$ cat src/rtl/wbq_pkg.sv
package wbq_pkg;
    localparam int REG_W  = 5;
    localparam int DATA_W = 32;

    typedef enum logic [1:0] {
        WB_ALU   = 2'd0,
        WB_LOAD  = 2'd1,
        WB_STORE = 2'd2,
        WB_HOST  = 2'd3
    } wb_tag_e;

    typedef struct packed {
        wb_tag_e             tag;
        logic [REG_W-1:0]    dest;
        logic [DATA_W-1:0]   data;
    } wb_rec_t;

    typedef enum logic [3:0] {
        IC_LOAD        = 4'd0,
        IC_STORE       = 4'd1,
        IC_IMM_ALU     = 4'd2,
        IC_SHIFT_CONST = 4'd3,
        IC_BRANCH_ONE  = 4'd4,
        IC_JUMP_REG    = 4'd5,
        IC_MOVE_TO_COP = 4'd6,
        IC_REG_ALU     = 4'd7,
        IC_SHIFT_VAR   = 4'd8,
        IC_BRANCH_TWO  = 4'd9,
        IC_LOAD_UPPER  = 4'd10,
        IC_JUMP_ABS    = 4'd11,
        IC_JUMP_LINK   = 4'd12,
        IC_MOVE_FROM   = 4'd13,
        IC_OTHER_A     = 4'd14,
        IC_OTHER_B     = 4'd15
    } icls_e;

    typedef enum logic [1:0] {
        Q_EMPTY = 2'd0,
        Q_PART  = 2'd1,
        Q_FULL  = 2'd2
    } qstate_e;
endpackage

$ cat src/rtl/wbq_store.sv
module wbq_store
    import wbq_pkg::*;
#(
    parameter int DEPTH = 4
) (
    input  logic              clk,
    input  logic              rst_n,
    input  logic              push,
    input  wb_rec_t           push_rec,
    input  logic              pop,
    input  logic              clr,
    output wb_rec_t           head_rec,
    output logic              full,
    output logic              empty,
    input  logic [REG_W-1:0]  qa_idx,
    input  logic [REG_W-1:0]  qb_idx,
    output logic              qa_hit,
    output logic              qb_hit
);
    localparam int PTR_W = (DEPTH > 1) ? $clog2(DEPTH) : 1;
    localparam int CNT_W = $clog2(DEPTH + 1);

    qstate_e            state, state_nx;
    logic [PTR_W-1:0]   rd_ptr, wr_ptr;
    logic [CNT_W-1:0]   cnt;
    wb_rec_t            slots [DEPTH];
    logic [DEPTH-1:0]   occ;
    logic [DEPTH-1:0]   match_a, match_b;
    logic               push_ok, pop_ok;

    function automatic logic [PTR_W-1:0] ptr_next(input logic [PTR_W-1:0] p);
        return (p == PTR_W'(DEPTH - 1)) ? '0 : p + 1'b1;
    endfunction

    assign push_ok = push && !clr && (state != Q_FULL);
    assign pop_ok  = pop  && !clr && (state != Q_EMPTY);

    // state register
    always_ff @(posedge clk) begin
        if (!rst_n) state <= Q_EMPTY;
        else        state <= state_nx;
    end

    // next-state logic
    always_comb begin
        state_nx = state;
        if (clr) begin
            state_nx = Q_EMPTY;
        end else begin
            unique case (state)
                Q_EMPTY: if (push_ok) state_nx = (DEPTH == 1) ? Q_FULL : Q_PART;
                Q_PART: begin
                    if (push_ok && !pop_ok && cnt == CNT_W'(DEPTH - 1))
                        state_nx = Q_FULL;
                    else if (pop_ok && !push_ok && cnt == CNT_W'(1))
                        state_nx = Q_EMPTY;
                end
                Q_FULL:  if (pop_ok) state_nx = (DEPTH == 1) ? Q_EMPTY : Q_PART;
                default: state_nx = Q_EMPTY;
            endcase
        end
    end

    // outputs from state
    always_comb begin
        full     = (state == Q_FULL);
        empty    = (state == Q_EMPTY);
        head_rec = slots[rd_ptr];
    end

    always_ff @(posedge clk) begin
        if (!rst_n || clr) begin
            rd_ptr <= '0;
            wr_ptr <= '0;
            cnt    <= '0;
        end else begin
            if (push_ok) wr_ptr <= ptr_next(wr_ptr);
            if (pop_ok)  rd_ptr <= ptr_next(rd_ptr);
            case ({push_ok, pop_ok})
                2'b10:   cnt <= cnt + 1'b1;
                2'b01:   cnt <= cnt - 1'b1;
                default: cnt <= cnt;
            endcase
        end
    end

    for (genvar g = 0; g < DEPTH; g++) begin : g_slot
        always_ff @(posedge clk) begin
            if (!rst_n || clr) begin
                occ[g] <= 1'b0;
            end else if (push_ok && wr_ptr == PTR_W'(g)) begin
                occ[g] <= 1'b1;
            end else if (pop_ok && rd_ptr == PTR_W'(g)) begin
                occ[g] <= 1'b0;
            end
        end

        always_ff @(posedge clk) begin
            if (!rst_n)
                slots[g] <= '0;
            else if (push_ok && wr_ptr == PTR_W'(g))
                slots[g] <= push_rec;
        end

        logic writes_reg;
        assign writes_reg = occ[g] && (slots[g].tag == WB_ALU || slots[g].tag == WB_LOAD);
        assign match_a[g] = writes_reg && (slots[g].dest == qa_idx);
        assign match_b[g] = writes_reg && (slots[g].dest == qb_idx);
    end

    assign qa_hit = |match_a;
    assign qb_hit = |match_b;
endmodule

$ cat src/rtl/wbq_operand_policy.sv
module wbq_operand_policy
    import wbq_pkg::*;
(
    input  icls_e             cls,
    input  logic [REG_W-1:0]  src1,
    input  logic [REG_W-1:0]  src2,
    input  logic [REG_W-1:0]  dst,
    output logic              a_en,
    output logic [REG_W-1:0]  a_idx,
    output logic              b_en,
    output logic [REG_W-1:0]  b_idx
);
    always_comb begin
        a_en  = 1'b0;
        a_idx = src1;
        b_en  = 1'b0;
        b_idx = src2;
        case (cls)
            IC_LOAD, IC_IMM_ALU, IC_SHIFT_CONST,
            IC_BRANCH_ONE, IC_JUMP_REG, IC_MOVE_TO_COP: a_en = 1'b1;
            IC_STORE, IC_REG_ALU, IC_SHIFT_VAR, IC_BRANCH_TWO: begin
                a_en = 1'b1;
                b_en = 1'b1;
            end
            IC_LOAD_UPPER: begin
                a_en  = 1'b1;
                a_idx = dst;
            end
            default: ;
        endcase
    end
endmodule

$ cat src/rtl/wbq_hazard_top.sv
module wbq_hazard_top
    import wbq_pkg::*;
#(
    parameter int DEPTH = 4
) (
    input  logic         clk,
    input  logic         rst_n,
    input  logic         enq_valid,
    input  logic [1:0]   enq_tag,
    input  logic [4:0]   enq_dest,
    input  logic [31:0]  enq_data,
    input  logic         deq,
    input  logic         clr,
    output logic [1:0]   head_tag,
    output logic [4:0]   head_dest,
    output logic [31:0]  head_data,
    output logic         full,
    output logic         empty,
    input  logic [3:0]   ic_class,
    input  logic [4:0]   ic_src1,
    input  logic [4:0]   ic_src2,
    input  logic [4:0]   ic_dst,
    output logic         hit_a,
    output logic         hit_b,
    output logic         stall
);
    wb_rec_t           in_rec, hd_rec;
    logic              a_en, b_en, qa_hit, qb_hit;
    logic [REG_W-1:0]  a_idx, b_idx;

    assign in_rec = '{tag: wb_tag_e'(enq_tag), dest: enq_dest, data: enq_data};

    wbq_operand_policy u_policy (
        .cls  (icls_e'(ic_class)),
        .src1 (ic_src1),
        .src2 (ic_src2),
        .dst  (ic_dst),
        .a_en (a_en),
        .a_idx(a_idx),
        .b_en (b_en),
        .b_idx(b_idx)
    );

    wbq_store #(.DEPTH(DEPTH)) u_store (
        .clk     (clk),
        .rst_n   (rst_n),
        .push    (enq_valid),
        .push_rec(in_rec),
        .pop     (deq),
        .clr     (clr),
        .head_rec(hd_rec),
        .full    (full),
        .empty   (empty),
        .qa_idx  (a_idx),
        .qb_idx  (b_idx),
        .qa_hit  (qa_hit),
        .qb_hit  (qb_hit)
    );

    assign head_tag  = hd_rec.tag;
    assign head_dest = hd_rec.dest;
    assign head_data = hd_rec.data;
    assign hit_a     = a_en && qa_hit;
    assign hit_b     = b_en && qb_hit;
    assign stall     = hit_a || hit_b;
endmodule

$ cat config.mk
export PLATFORM = sky130hd
export DESIGN_NAME = wbq_hazard_top
export DESIGN_NICKNAME = d
export VERILOG_FILES = /design/src/rtl/wbq_pkg.sv /design/src/rtl/wbq_store.sv /design/src/rtl/wbq_operand_policy.sv /design/src/rtl/wbq_hazard_top.sv
export SDC_FILE = /design/constraint.sdc
export NUM_CORES = 1
export LEC_CHECK = 0
export ABC_AREA = 1
export CORE_ASPECT_RATIO = 1.25
export CORE_UTILIZATION = 56
export DETAILED_ROUTE_END_ITERATION = 8
export GPL_TIMING_DRIVEN = 0
export HOLD_SLACK_MARGIN = 0.12
export PLACE_DENSITY = 0.85
export SYNTH_ARGS = -nofsm -noshare
export SYNTH_HDL_FRONTEND = slang
export SYNTH_HIERARCHICAL = 1
export SYNTH_SLANG_ARGS = --single-unit
$ cat constraint.sdc
create_clock -name clk -period 2.3 [get_ports clk]
set_input_delay 0.345 -clock clk [delete_from_list [all_inputs] [get_ports clk]]
set_output_delay 0.345 -clock clk [all_outputs]
set_load 0.005 [all_outputs]
## After elaboration in Yosys (flattened, before gate mapping)

Memories as Yosys holds them, arrays and structs flattened. A register that Yosys moved wholly into a read port is not among the register bits.
Cells that the tools add are included.

- Equality and inequality tests: 38
- Mux-type cells: 38
- $add $sub $neg: 4
- Bitwise logic cells: 5
- Reductions and logical operators: 60

Operators by type and width:

| cell | number |
|---|---|
| $mux W39 | 4 |
| $eq A5 B5 Y1 | 8 |
| $logic_and A1 B1 Y1 | 30 |
| $mux W1 | 23 |
| $eq A2 B1 Y1 const B | 8 |
| $eq A4 B3 Y1 const B | 4 |
| $mux W2 | 8 |
| $logic_not A2 Y1 | 7 |
| $eq A2 B2 Y1 const B | 6 |
| $eq A4 B4 Y1 const B | 3 |
| $reduce_bool A2 Y1 | 6 |
| $reduce_or A4 Y1 | 3 |
| $reduce_or A11 Y1 | 1 |
| $eq A4 B2 Y1 const B | 2 |
| $logic_or A1 B1 Y1 | 6 |
| $pmux W2 S3 | 1 |
| $pmux W3 S2 | 1 |
| $mux W5 | 1 |
| $add A2 B1 Y2 const B | 2 |
| $eq A4 B1 Y1 const B | 1 |
| $logic_not A1 Y1 | 4 |
| $logic_not A4 Y1 | 1 |
| $ne A2 B1 Y1 const B | 2 |
| $or A1 B1 Y1 | 4 |
| 9 further kinds | 9 |

- Memory bits (writable): 156
- Flip-flop bits (word level): 13
- Output and inout bits: 44
- Memories: 1

Memories:

| memory | depth | bits a word | read ports | clocked after Yosys merged registers in | wr ports | line | source |
|---|---|---|---|---|---|---|---|
| u_store.slots | 4 | 39 | 5 | 1 | 4 | wbq_store.sv:26 | `wb_rec_t slots [DEPTH];` |

## Logic depth before layout (Yosys ltp)

- Word-level depth: 9
- Depth in mapped cells: 15
- Depth with buffers taken out: 15

## Cells and area by module

The synthesis kept the hierarchy.

By module, submodules not included:

| module | area each (µm²) | cells an instance | times used |
|---|---|---|---|
| wbq_store | 8,201.6 | 891 | 1 |
| wbq_operand_policy | 162.7 | 30 | 1 |
| wbq_hazard_top | 18.8 | 5 | 1 |

## Least setup slack after synthesis

OpenSTA, ideal clock, no wires.

- Path type: in2reg
- Start point: in clr
- End point: mem u_store/slots[0][0] (netlist bit) (enable)
- Data arrival time: 1,636 ps
- Stages: 5
- Path buffers: 0
- Setup slack: 267 ps
- Data required time: 1,903 ps
- Library setup time: 397 ps
- Cell sequence: inv_1 > nand2_2 > nor2_8 > nand2_1 > nand2_1

RTL lines:

| item | line | source |
|---|---|---|
| start, declared | wbq_hazard_top.sv:13 | `input logic clr,` |
| end, declared | wbq_store.sv:26 |  |

==> qor_table.md <==
| Metric | This run | Unit |
|---|---|---|
| Arrival time at the worst endpoint | 2.00 | ns |
| Element type at the critical path start | flop | - |
| Cell Area, Placed | 9700 | µm² |
| Max cap viols | 0 | - |
| Final non-filler cell total | 1246 | - |
| # setup viols final | 1 | - |
| Combinational group share of total power | 9.4 | % |
| Number of antenna violations at the first check in global routing | 0 | - |
| Root cell of the clock tree | clkbuf_16 | - |
| Number of hold violations in the final report | 0 | - |
| Sink Count | 171 | - |
| Area added between synthesis and finish | 27.5 | % |
| Mean cell area of the mapped netlist | 9.05 | µm² |
| Number of global-route vias before repair | 7476 | - |
| Antenna diode count | 0 | - |
| Count of boundary I/O pins | 107 | - |
| Fraction of the yosys area taken by sequential cells | 59.5 | % |
| Site row count | 49 | - |
| Final GP Congestion | 0.932 | - |
| Type of element capturing the critical path | primary output | - |
| Violations in the final reports | design-rule violations, negative setup slack | - |
| Final worst-path cycle share | 102 | % |
| Top achievable clock speed | 0.427 | GHz |
| Warnings, synthesis | 6 | - |
| Initial Util | 57.7 | % |
| Power density relative to cell area | 686 | nW/µm² |
| Switching component of the power | 1.76 | mW |
| R2R Path Start | u_store/state[0] | - |
| Cell Int Power | 5.57 | mW |
| Start-to-end type of the worst setup path | flop to primary output | - |
| Fraction of power consumed by the clock network | 41.7 | % |
| Fraction of layout cells with a size suffix above 1 | 14.6 | % |
| Final Skew | 0.00674 | ns |
| Estimated wirelength of the detail-placed design | 15300 | µm |
| Final critical delay including setup and external delays | 2.34 | ns |
| Static leakage | 4.72 | nW |
| CTS Buf Count | 17 | - |
| Number of filler cells placed in the layout | 920 | - |
| Via count | 7452 | - |
| Pin count of the biggest net entering global routing | 32 | - |
| Remaining DRCs | 9 | - |
| Vias per inst | 5.98 | - |
| Cell accounting for the most synthesized area | edfxtp_1 | - |
| Worst slew pin tran | 0.491 | ns |
| Share of Yosys cell area claimed by the top area cell type | 55.9 | % |
| Critical Path Sink | head_data[24] | - |
| Synthesized netlist net count | 1003 | - |
| Core Region | 14500 | µm² |
| Vertical extent of the die | 139 | µm |
| Detailed-routing iteration count for the pre-antenna-repair pass | 8 | - |
| Final critical-path setup slack | -0.0428 | ns |
| Port-buffer cells | 100 | - |
| Critical-path maximum fanout | 10 | - |
| Reg2reg end | u_store/slots[1][17] | - |
| Sequential Power Share | 48.9 | % |
| Drt initial violations | 811 | - |
| Run status | finished, violations left | - |
| Net switching share of the total power | 24.1 | % |
| Leftover overflow at the end of global routing | 0 | - |
| Net total in the final layout | 1132 | - |
| Number of cells traversed by the worst register-to-register path | 5 | - |
| Flop and latch count out of synthesis | 171 | - |
| CTS HTree Levels | 4 | - |
| Clock latency on the worst-skew pair | 0.43 | ns |
| Placed insts | 1208 | - |
| All-Layer GR Usage | 33.3 | % |
| Synthesized instance count | 926 | - |
| Critical Path RT | 1.96 | ns |
| Unrepaired setup endpoints after global routing | true | - |
| Detail Route Antenna Nets | 0 | - |
| Die extent in x | 111 | µm |
| CTS tree | built | - |
| Max Root-Sink Buffers | 2 | - |
| Cell area after technology mapping | 8380 | µm² |
| Class of the tightest hold or removal check | primary input to flop | - |
| Wire length of the first global-routing pass | 38800 | µm |
| Slew Limit Headroom | 67.1 | % |
| Synth unique cells | 22 | - |
| Total non-filler cell area in the finished layout | 10700 | µm² |
| Worst reg2reg setup slack | 0.43 | ns |
| Number of max-slew violations in the final report | 0 | - |
| Clock slew seen by the registers of the worst setup and hold paths | 0.07 | ns |
| Detail-routed net length per standard cell | 20.2 | µm |
| Top cells by area, synth | edfxtp_1 (56%), nor2_1 (12%), nand2_1 (6.9%) | - |
| Final Routed Wirelength | 25200 | µm |
| IR drop worst, VDD | 0.000531 | V |
| Full die area | 15500 | µm² |
registers in the layout, summed over array words and instances (netlist names), named ones only:
register        cells
u_store/rd_ptr      2
u_store/cnt         3
u_store/state       2
u_store/occ         4
u_store/wr_ptr      2
u_store/slots     156
power by group through the flow:
stage | registers (mW) | logic, mW | clock network (mW)
2_1_floorplan | 3.63 | 0.315 | 0
3_3_place_gp | 3.64 | 0.630 | 0
3_5_place_dp | 3.64 | 0.665 | 0
4_1_cts | 3.58 | 0.667 | 3.05
5_1_grt | 3.59 | 0.739 | 3.18
6_report | 3.58 | 0.689 | 3.06
worst min path at each step:
stage                  endpoint  cells past startpoint  slack, ns            from
3_5_place_dp     u_store/occ[2]                      2       0.46  u_store/occ[2]
2_1_floorplan    u_store/occ[0]                      2       0.44  u_store/occ[0]
6_report       u_store/state[1]                      3       0.50           rst_n
5_1_grt          u_store/occ[3]                      3       0.52           rst_n
3_3_place_gp     u_store/occ[0]                      2       0.45  u_store/occ[0]
4_1_cts          u_store/occ[2]                      2       0.47  u_store/occ[2]
cell usage after synthesis:
cell      count
nor2_1      257
edfxtp_1    156
nand2_1     154
inv_1        95
o21ai_0      85
o22ai_1      35
a21oi_1      26
clkbuf_1     22
nand3_1      18
dfxtp_1      15
ha_1         14
buf_2        10
nor2_2       10
buf_4         9
buf_6         4
nand3_2       4
nor2_4        3
xor2_1        3
inv_2         2
nand2_2       2
nand2_4       1
nor2_8        1
what timing repair did:
action,CTS,global route
setup endpoints to repair,42,9
pin swaps,24,10
gates resized for setup,154,29
buffers inserted,2,4
hold buffers,0,0
area by class of cell:
class	count	area, µm²	area share, %
plain buffers	45	459	4.30
repair buffers	110	1070	9.99
inverters	97	387	3.62
clock buffers	18	429	4.02
clock inverters	14	198	1.85
flip-flops and latches	171	4990	46.7
well taps	178	223	2.08
multi-input cells	613	2930	27.4
per-stage QoR:
step	setup TNS [ns]	hold WS [ns]	power [mW]	util, %	worst slack, ns
6_report	-0.0428	0.496	7.33	73.5	-0.0428
5_1_grt	-0.0526	0.522	7.51	73.5	-0.0241
4_1_cts	-0.000846	0.473	7.29	73.2	-0.000846
3_5_place_dp	-3.92	0.455	4.31	66.7	-0.700
3_3_place_gp	-131.25	0.449	4.27	66.1	-0.857
2_1_floorplan	0	0.439	3.95	-	0.267
layout by cell type (no fill, tap or decap), types with 3 or more instances in the layout:
cell type / n
inv_2: 4
dlygate4sd2_1: 35
o21ai_0: 75
nand3_2: 10
o21ai_1: 10
buf_12: 4
edfxtp_1: 156
buf_4: 16
dfxtp_1: 13
a21oi_1: 26
nand2_4: 5
nor2_1: 247
nand3_1: 12
clkbuf_8: 5
buf_6: 4
ha_1: 14
clkbuf_4: 8
nor2_2: 20
nand2_1: 142
buf_2: 11
o22ai_1: 29
inv_6: 4
clkdlybuf4s50_1: 55
inv_8: 5
bufinv_16: 3
clkbuf_16: 22
o22ai_2: 6
clkbuf_2: 5
xor2_1: 3
nand2_2: 10
inv_1: 89
dlymetal6s2s_1: 4
nor2_4: 3
cells by family after synthesis:
kind of cell	Yosys count	share of synthesized area, %
AOI/OAI and AO/OA	146	9.24
and+or+nand+nor	450	21.6
adders and majority gates	14	2.09
xor gates and xnor gates	3	0.313
buffers and inverters	142	7.27
DFF	171	59.5
layer usage:
metal	wire length [µm]	share of wire (%)	vias up	GRT usage, %
li1	-	-	3292	-
met1	8310	33	3463	36.8
met2	12800	51	563	58.8
met3	2530	10	134	5.20
met4	1560	6.2	0	22.9
met5	0	0	-	0
critical path, stage by stage, from the launching register on:
cell and delay, ns:
dfxtp_4 0.38, buf_8 0.15, clkinv_8 0.11, clkbuf_8 0.18, o21ai_0 0.31, o22ai_2 0.14
dlygate4sd2_1 0.29
No activity file was read; power rests on OpenSTA's default activity.
